## src/rtl/rfm_pkg.sv

```systemverilog
package rfm_pkg;
   typedef enum logic [1:0] {
      POL_RUN  = 2'd0,
      POL_WAIT = 2'd1,
      POL_LOCK = 2'd2
   } pol_state_t;

   function automatic int unsigned cnt_w(input int unsigned maxval);
      return (maxval < 2) ? 1 : $clog2(maxval + 1);
   endfunction
endpackage

```

## src/rtl/rfm_limits.sv

```systemverilog
module rfm_limits #(
   parameter int unsigned VW        = 10,
   parameter bit          FINE_STEP = 1'b1
) (
   input  logic          clk,
   input  logic          rst_n,
   input  logic          load,
   input  logic [VW-1:0] nom,
   output logic [VW:0]   ov_trip,
   output logic [VW:0]   uv_trip,
   output logic [VW:0]   ov_warn,
   output logic [VW:0]   uv_warn
);
   localparam int unsigned XW = VW + 1;

   logic [XW-1:0] n_x;
   logic [XW-1:0] tenth;
   logic [XW-1:0] twentieth;

   assign n_x = {1'b0, nom};

   generate
      if (FINE_STEP) begin : g_fine
         assign tenth     = (n_x >> 4) + (n_x >> 5) + (n_x >> 8) + (n_x >> 9);
         assign twentieth = (n_x >> 5) + (n_x >> 6) + (n_x >> 9) + (n_x >> 10);
      end else begin : g_coarse
         assign tenth     = (n_x >> 4) + (n_x >> 5);
         assign twentieth = (n_x >> 5) + (n_x >> 6);
      end
   endgenerate

   always_ff @(posedge clk or negedge rst_n) begin
      if (!rst_n) begin
         ov_trip <= '1;
         ov_warn <= '1;
         uv_trip <= '0;
         uv_warn <= '0;
      end else if (load) begin
         ov_trip <= n_x + tenth;
         uv_trip <= n_x - tenth;
         ov_warn <= n_x + twentieth;
         uv_warn <= n_x - twentieth;
      end
   end

   // the limits stay nested around nominal once they are loaded
   a_r1_nested: assert property (@(posedge clk) disable iff (!rst_n)
      $past(load) |-> (ov_trip >= ov_warn) && (uv_trip <= uv_warn));
endmodule

```

## src/rtl/rfm_qual.sv

```systemverilog
module rfm_qual #(
   parameter int unsigned QUAL = 4
) (
   input  logic clk,
   input  logic rst_n,
   input  logic flush,
   input  logic en,
   input  logic hit,
   input  logic viol,
   output logic qualified
);
   localparam int unsigned CW = rfm_pkg::cnt_w(QUAL);
   localparam logic [CW-1:0] QMAX = CW'(QUAL);

   logic [CW-1:0] cnt;

   always_ff @(posedge clk or negedge rst_n) begin
      if (!rst_n)              cnt <= '0;
      else if (flush || !en)   cnt <= '0;
      else if (hit) begin
         if (!viol)            cnt <= '0;
         else if (cnt != QMAX) cnt <= cnt + 1'b1;
      end
   end

   assign qualified = (cnt == QMAX);

   // a disabled check holds no count
   a_r5_masked_clear: assert property (@(posedge clk) disable iff (!rst_n)
      !en |=> (cnt == '0));
   // an in-limit sample of this rail breaks the run
   a_r3_run_break: assert property (@(posedge clk) disable iff (!rst_n)
      (hit && !viol) |=> !qualified);
   // without a sample of this rail the count never grows
   a_r10_no_foreign: assert property (@(posedge clk) disable iff (!rst_n)
      !hit |=> (cnt <= $past(cnt)));
endmodule

```

## src/rtl/rfm_policy.sv

```systemverilog
module rfm_policy #(
   parameter int unsigned N_RAILS      = 4,
   parameter int unsigned MAX_RESTARTS = 2,
   parameter int unsigned RESTART_WAIT = 20
) (
   input  logic               clk,
   input  logic               rst_n,
   input  logic [N_RAILS-1:0] ov_q,
   input  logic [N_RAILS-1:0] uv_q,
   input  logic               fault_clear,
   output logic [N_RAILS-1:0] trip_flags,
   output logic               shutdown_req,
   output logic               bus_kill_req,
   output logic               restart_req,
   output logic               flush
);
   import rfm_pkg::*;

   localparam int unsigned RCW = cnt_w(MAX_RESTARTS);
   localparam int unsigned WCW = cnt_w(RESTART_WAIT);
   localparam logic [RCW-1:0] RMAX  = RCW'(MAX_RESTARTS);
   localparam logic [WCW-1:0] WLAST = WCW'(RESTART_WAIT - 1);

   logic [N_RAILS-1:0] ov_lat;
   logic [N_RAILS-1:0] uv_lat;
   logic [RCW-1:0]     n_restarts;
   logic [WCW-1:0]     wait_cnt;
   logic               fire;
   logic               any_lat;
   logic               any_ov;
   pol_state_t         state;

   assign any_lat = |(ov_lat | uv_lat);
   assign any_ov  = |ov_lat || |ov_q;
   assign fire    = (state == POL_WAIT) && !any_ov && (wait_cnt == WLAST) && !fault_clear;
   assign flush   = fire || fault_clear;

   always_ff @(posedge clk or negedge rst_n) begin
      if (!rst_n) begin
         ov_lat      <= '0;
         uv_lat      <= '0;
         n_restarts  <= '0;
         wait_cnt    <= '0;
         restart_req <= 1'b0;
         state       <= POL_RUN;
      end else begin
         restart_req <= fire;
         if (fault_clear) begin
            ov_lat     <= '0;
            uv_lat     <= '0;
            n_restarts <= '0;
            wait_cnt   <= '0;
            state      <= POL_RUN;
         end else begin
            ov_lat <= ov_lat | ov_q;
            uv_lat <= fire ? '0 : (uv_lat | uv_q);
            unique case (state)
               POL_RUN: begin
                  wait_cnt <= '0;
                  if (any_lat) begin
                     if (any_ov || n_restarts == RMAX) state <= POL_LOCK;
                     else begin
                        state    <= POL_WAIT;
                        wait_cnt <= WCW'(1);
                     end
                  end
               end
               POL_WAIT: begin
                  if (any_ov) state <= POL_LOCK;
                  else if (fire) begin
                     state      <= POL_RUN;
                     wait_cnt   <= '0;
                     n_restarts <= n_restarts + 1'b1;
                  end else wait_cnt <= wait_cnt + 1'b1;
               end
               default: state <= POL_LOCK;
            endcase
         end
      end
   end

   assign trip_flags   = ov_lat | uv_lat;
   assign shutdown_req = any_lat;
   assign bus_kill_req = |ov_lat;

   // restart request lasts one cycle
   a_r8_one_pulse: assert property (@(posedge clk) disable iff (!rst_n)
      restart_req |=> !restart_req);
   // no restart while the bus converter is being killed
   a_r7_no_restart_ov: assert property (@(posedge clk) disable iff (!rst_n)
      restart_req |-> !bus_kill_req);
   // overvoltage latch persists until clear
   a_r7_kill_sticky: assert property (@(posedge clk) disable iff (!rst_n)
      (bus_kill_req && !fault_clear) |=> bus_kill_req);
   // restart count never exceeds its limit
   a_r9_limit: assert property (@(posedge clk) disable iff (!rst_n)
      n_restarts <= RMAX);
   // a restart drops the shutdown request
   a_r8_release: assert property (@(posedge clk) disable iff (!rst_n)
      restart_req |-> !shutdown_req);
endmodule

```

## src/rtl/rail_fault_monitor.sv

```systemverilog
module rail_fault_monitor #(
   parameter int unsigned N_RAILS      = 4,
   parameter int unsigned VW           = 10,
   parameter int unsigned IW           = (N_RAILS < 2) ? 1 : $clog2(N_RAILS),
   parameter int unsigned WARN_OV_QUAL = 3,
   parameter int unsigned TRIP_OV_QUAL = 4,
   parameter int unsigned WARN_UV_QUAL = 6,
   parameter int unsigned TRIP_UV_QUAL = 10,
   parameter int unsigned MAX_RESTARTS = 2,
   parameter int unsigned RESTART_WAIT = 20,
   parameter bit          FINE_STEP    = 1'b1
) (
   input  logic                  clk,
   input  logic                  rst_n,
   input  logic                  cfg_load,
   input  logic [N_RAILS*VW-1:0] nom_code,
   input  logic [N_RAILS-1:0]    rail_on,
   input  logic                  smp_valid,
   input  logic [IW-1:0]         smp_rail,
   input  logic [VW-1:0]         smp_code,
   input  logic                  fault_clear,
   output logic [N_RAILS-1:0]    warn_ov,
   output logic [N_RAILS-1:0]    warn_uv,
   output logic [N_RAILS-1:0]    trip_flags,
   output logic                  shutdown_req,
   output logic                  bus_kill_req,
   output logic                  restart_req
);
   generate
      if (N_RAILS < 1 || VW < 4) begin : g_bad_size
         $error("rail_fault_monitor: N_RAILS must be >= 1 and VW >= 4");
      end
      if ((1 << IW) < N_RAILS) begin : g_bad_iw
         $error("rail_fault_monitor: IW too narrow for N_RAILS");
      end
      if (TRIP_UV_QUAL <= TRIP_OV_QUAL) begin : g_bad_asym
         $error("rail_fault_monitor: UV qualification must exceed OV qualification");
      end
      if (WARN_OV_QUAL < 1 || TRIP_OV_QUAL < 1 || RESTART_WAIT < 2) begin : g_bad_time
         $error("rail_fault_monitor: qualification counts >= 1 and RESTART_WAIT >= 2");
      end
   endgenerate

   localparam int unsigned XW = VW + 1;

   logic [N_RAILS-1:0] ov_trip_q;
   logic [N_RAILS-1:0] uv_trip_q;
   logic               flush;
   logic [XW-1:0]      code_x;

   assign code_x = {1'b0, smp_code};

   generate
      for (genvar r = 0; r < N_RAILS; r++) begin : g_rail
         logic [XW-1:0] lim_ovt, lim_uvt, lim_ovw, lim_uvw;
         logic          hit;

         assign hit = smp_valid && (smp_rail == IW'(r));

         rfm_limits #(.VW(VW), .FINE_STEP(FINE_STEP)) u_lim (
            .clk(clk), .rst_n(rst_n), .load(cfg_load),
            .nom(nom_code[r*VW +: VW]),
            .ov_trip(lim_ovt), .uv_trip(lim_uvt),
            .ov_warn(lim_ovw), .uv_warn(lim_uvw));

         rfm_qual #(.QUAL(WARN_OV_QUAL)) u_ovw (
            .clk(clk), .rst_n(rst_n), .flush(flush), .en(1'b1), .hit(hit),
            .viol(code_x > lim_ovw), .qualified(warn_ov[r]));

         rfm_qual #(.QUAL(TRIP_OV_QUAL)) u_ovt (
            .clk(clk), .rst_n(rst_n), .flush(flush), .en(1'b1), .hit(hit),
            .viol(code_x > lim_ovt), .qualified(ov_trip_q[r]));

         rfm_qual #(.QUAL(WARN_UV_QUAL)) u_uvw (
            .clk(clk), .rst_n(rst_n), .flush(flush), .en(rail_on[r]), .hit(hit),
            .viol(code_x < lim_uvw), .qualified(warn_uv[r]));

         rfm_qual #(.QUAL(TRIP_UV_QUAL)) u_uvt (
            .clk(clk), .rst_n(rst_n), .flush(flush), .en(rail_on[r]), .hit(hit),
            .viol(code_x < lim_uvt), .qualified(uv_trip_q[r]));
      end
   endgenerate

   rfm_policy #(
      .N_RAILS(N_RAILS), .MAX_RESTARTS(MAX_RESTARTS), .RESTART_WAIT(RESTART_WAIT)
   ) u_pol (
      .clk(clk), .rst_n(rst_n),
      .ov_q(ov_trip_q), .uv_q(uv_trip_q), .fault_clear(fault_clear),
      .trip_flags(trip_flags), .shutdown_req(shutdown_req),
      .bus_kill_req(bus_kill_req), .restart_req(restart_req), .flush(flush));

   // no undervoltage warning on a rail reported off
   a_r5_no_warn_off: assert property (@(posedge clk) disable iff (!rst_n)
      !rail_on |=> ((warn_uv & ~$past(rail_on)) == '0));
   // the global request follows the per-rail flags
   a_r6_global: assert property (@(posedge clk) disable iff (!rst_n)
      $rose(|trip_flags) |-> shutdown_req);
endmodule

```

## config.mk

```make
export PLATFORM = sky130hd
export DESIGN_NAME = rail_fault_monitor
export DESIGN_NICKNAME = d
export VERILOG_FILES = /design/src/rtl/rfm_pkg.sv /design/src/rtl/rfm_limits.sv /design/src/rtl/rfm_qual.sv /design/src/rtl/rfm_policy.sv /design/src/rtl/rail_fault_monitor.sv
export SDC_FILE = /design/constraint.sdc
export NUM_CORES = 1
export LEC_CHECK = 0
export BUFFER_PORTS_ARGS = -buffer_cell sky130_fd_sc_hd__buf_2
export CAP_MARGIN = 10
export CORE_UTILIZATION = 50
export DETAILED_ROUTE_END_ITERATION = 10
export GPL_ROUTABILITY_DRIVEN = 0
export GPL_TIMING_DRIVEN = 0
export PLACE_DENSITY = 0.67
export RECOVER_POWER = 100
export SYNTH_ARGS = -nofsm -noshare
export SYNTH_HDL_FRONTEND = slang
export SYNTH_SLANG_ARGS = --single-unit
```

## constraint.sdc

```tcl
create_clock -name clk -period 2.4 [get_ports clk]
set_clock_uncertainty 0.15 [all_clocks]
set_input_delay 0.48 -clock clk [delete_from_list [all_inputs] [get_ports clk]]
set_output_delay 0.48 -clock clk [all_outputs]
set_load 0.02 [all_outputs]
```

==> results.json <==
{
  "route.met3.wl_mm": 5.00,
  "regArea_um2": 6170,
  "die-area_um2": 45600,
  "critical-path-top-delay-family": "simple AND/OR/NAND/NOR gates",
  "grt_pass1_wl_mm": 113,
  "path_buf_inv": 3,
  "hp-class": "in -> reg",
  "critical_path_required_ps": 2630,
  "synth_ff_type": "dfrtp_1",
  "hold-path-cell-count": 3,
  "violations": "setup timing",
  "nets": 3454,
  "r2r_setup_slack_ps": -340,
  "met2_length_mm": 40.8,
  "slew_headroom_pct": 1.67,
  "outcome": "finished with violations",
  "clkTransAtPathRegs_ps": 60,
  "via_per_inst": 6.05,
  "antenna_found_initial": 1,
  "min_to": "g_rail[0].u_uvw.cnt[1]",
  "insertion_delay_ps": 550,
  "path_cells": "buf_12, ha_4, inv_2, fa_2, and2b_4, o21ai_2, and3_4, or2_4, xnor2_2, ha_1, buf_8, or4_4, a31oi_4, nor2_2, xnor2_1, a21oi_1",
  "yosysSeqAreaShare_pct": 27.6,
  "period_share_pct": 142,
  "path_max_fanout": 7,
  "final_util_pct": 72.9,
  "vdd_drop_max_uv": 586,
  "total_leakage_power_nw": 14.6,
  "setup_ws_ps": -999,
  "synth_top_family_by_area": "adder cells",
  "tightest_slew_ps": 1470,
  "cts_made_buffers": 28,
  "start_util_pct": 50.6,
  "timing.fmax_mhz": 294,
  "layout_common_cells": "294 x inv_1, 268 x ha_1, 211 x buf_4, 156 x a21oi_1, 154 x dfrtp_1",
  "cpMaxStageDelayCell": "or4_4",
  "syn_area_per_cell_um2": 8.58,
  "cp-end-kind": "flip-flop",
  "synthToLayoutAreaGrowth_pct": 44.1,
  "finalMaxSlewViolations": 0,
  "critPathMaxStageDelay_ps": 440,
  "synth_mux_area_share_pct": 1.59,
  "grt_start_max_net_pins": 98,
  "power_mw": 24.6,
  "hold_violations": 0,
  "dr.pass1.iters": 6,
  "timing.rr.end": "g_rail[1].u_uvt.cnt[1]",
  "via_count": 21900,
  "yosys.cell_types.count": 91,
  "htree_levels": 1,
  "synth_top_cell_by_area": "ha_1",
  "drive_gt1_share_pct": 39.9,
  "syn_nets": 3062,
  "portBuffers": 74,
  "avgRoutedWirePerCell_um": 22.6,
  "wl_mm": 81.5,
  "diodes": 0,
  "io_pins": 76,
  "dp_hpwl_mm": 49.0,
  "first_iter_violations": 1666,
  "synth_area_um2": 22400,
  "final_common_cell": "inv_1",
  "synth-compound-area-share_pct": 19.1,
  "synth_xor_area_share_pct": 6.18,
  "finalCriticalPeriod_ps": 3400,
  "synth_top_cell_area_share_pct": 20.2,
  "netlist_instances": 2608,
  "multi_input_area_um2": 19000,
  "cts_sinks": 242,
  "die_w_um": 214,
  "post-route-drc-count": 0,
  "yosysWarnings": 0,
  "ant_nets": 0,
  "async_flop_share_pct": 100,
  "p_per_area_nw_per_um2": 763,
  "grtUsageTotal_pct": 31.6,
  "critPathArrivalTime_ps": 3630,
  "synthAdderAreaFrac_pct": 23.1,
  "fp-row-count": 77,
  "cap_violations": 0,
  "layout.filler_cells": 2904,
  "min_from": "rail_on[0]",
  "path_class": "in -> reg",
  "rsz0062_at_grt": "yes",
  "reg2regPathDepth": 9,
  "grt.overflow.total": 0,
  "coreArea_um2": 44200,
  "synth_edf_count": 0,
  "synth-simple-area-share_pct": 14.8,
  "cts-root-buf": "clkbuf_16",
  "reg2reg_from": "g_rail[3].u_ovt.cnt[1]",
  "setup_viol": 292,
  "cts_buffer_depth": 3,
  "synthTopCellsByArea": "ha_1 20%, dfrtp_1 17%, dfstp_2 10%",
  "top_layer_used": "met4",
  "synth-seq-cells": 242,
  "startpoint_type": "input pin",
  "grt_pass1_vias": 20900,
  "fp.dieH_um": 214,
  "cts_tree": "yes",
  "wl_met1_mm": 32.2
}
cell type report:
class / instances / share of cell area [%]
Multi-Input combinational cell: 1925 / 58.9
Sequential cell: 242 / 19.1
Timing Repair Buffer: 375 / 10.4
Inverter: 356 / 4.52
Clock buffer: 46 / 2.79
Tap cell: 592 / 2.30
Buffer: 72 / 1.76
Clock inverter: 5 / 0.241
cell families after synthesis:
kind of cell               after synthesis
DFF                                    242
buffers and inverters                  441
muxes                                   35
xor gates and xnor gates               157
adders and majority gates              393
and+or+nand+nor                        656
AOI/OAI and AO/OA                      684
Yosys cell counts (45+ instances only):
library cell / number
ha_1: 361
inv_1: 351
a21oi_1: 229
nor2_1: 177
dfrtp_1: 154
o21ai_0: 153
nand2_1: 141
xnor2_1: 111
dfstp_2: 88
nand3_1: 75
clkbuf_1: 61
a21o_1: 57
nor3_1: 46
xor2_1: 45
per-stage QoR:
| stage | hold WS (ps) | setup slack, ps | cell area, um2 | setup TNS, ps | cells |
|---|---|---|---|---|---|
| 2_1_floorplan | 34.4 | -1300 | 23700 | -99480 | 2608 |
| 3_3_place_gp | 309 | -3700 | 24800 | -966570 | 3274 |
| 3_5_place_dp | 285 | -1900 | 24900 | -221820 | 3276 |
| 4_1_cts | 113 | -849 | 29400 | -62310 | 3498 |
| 5_1_grt | 157 | -1070 | 32200 | -166910 | 3613 |
| 6_report | 129 | -999 | 32200 | -111290 | 3613 |
state kept, by name, summed over array words and instances, names as in the netlist:
register	count
u_pol.uv_lat	4
g_rail.u_lim.ov_trip	44
g_rail.u_uvw.cnt	12
g_rail.u_lim.uv_trip	44
u_pol.restart_req	1
u_pol.state	2
u_pol.ov_lat	4
u_pol.n_restarts	2
g_rail.u_ovw.cnt	8
g_rail.u_uvt.cnt	16
g_rail.u_lim.ov_warn	44
g_rail.u_ovt.cnt	12
g_rail.u_lim.uv_warn	44
u_pol.wait_cnt	5
metal layers:
metal,GRT usage (%),vias to the layer above
met5,0,-
met4,8.35,0
met3,2.53,249
met2,56.0,890
met1,41.5,10900
li1,-,9831
worst max-delay path by stage:
stage           startpoint                         end  cells past startpoint
3_5_place_dp   nom_code[7]  g_rail[0].u_lim.uv_trip[8]                     15
3_3_place_gp         rst_n  g_rail[3].u_lim.uv_trip[8]                      1
6_report       nom_code[5]  g_rail[0].u_lim.uv_warn[9]                     16
4_1_cts        nom_code[5]  g_rail[0].u_lim.ov_warn[7]                     15
5_1_grt        nom_code[5]  g_rail[0].u_lim.uv_warn[8]                     15
2_1_floorplan  nom_code[5]  g_rail[0].u_lim.ov_warn[8]                     17
power by group:
part / switching (mW) / leakage (nW) / internal (mW)
combinational: 7.64 / 11.2 / 6.67
clock: 1.77 / 0.480 / 2.75
sequential: 0.427 / 2.87 / 5.34
total: 9.84 / 14.6 / 14.8
worst register-to-register path: stages (launching register included):
cell and delay (ps):
dfrtp_1 380, inv_1 90, ha_1 300, a22oi_1 180, nand4_4 140, clkbuf_1 410, o211ai_2 270, a21oi_1 360
nand3_1 190, o22ai_1 190
what timing repair did:
item / 4_1_cts / 5_1_grt
cloned: 0 / 1
pin swaps: 290 / 297
setup buffers: 180 / 143
setup endpoints to repair: 188 / 185
endpoints found under the hold margin: 47 / 0
hold buffers: 2 / 0
resized for setup: 448 / 429
Power figures use the tool's default switching activity.
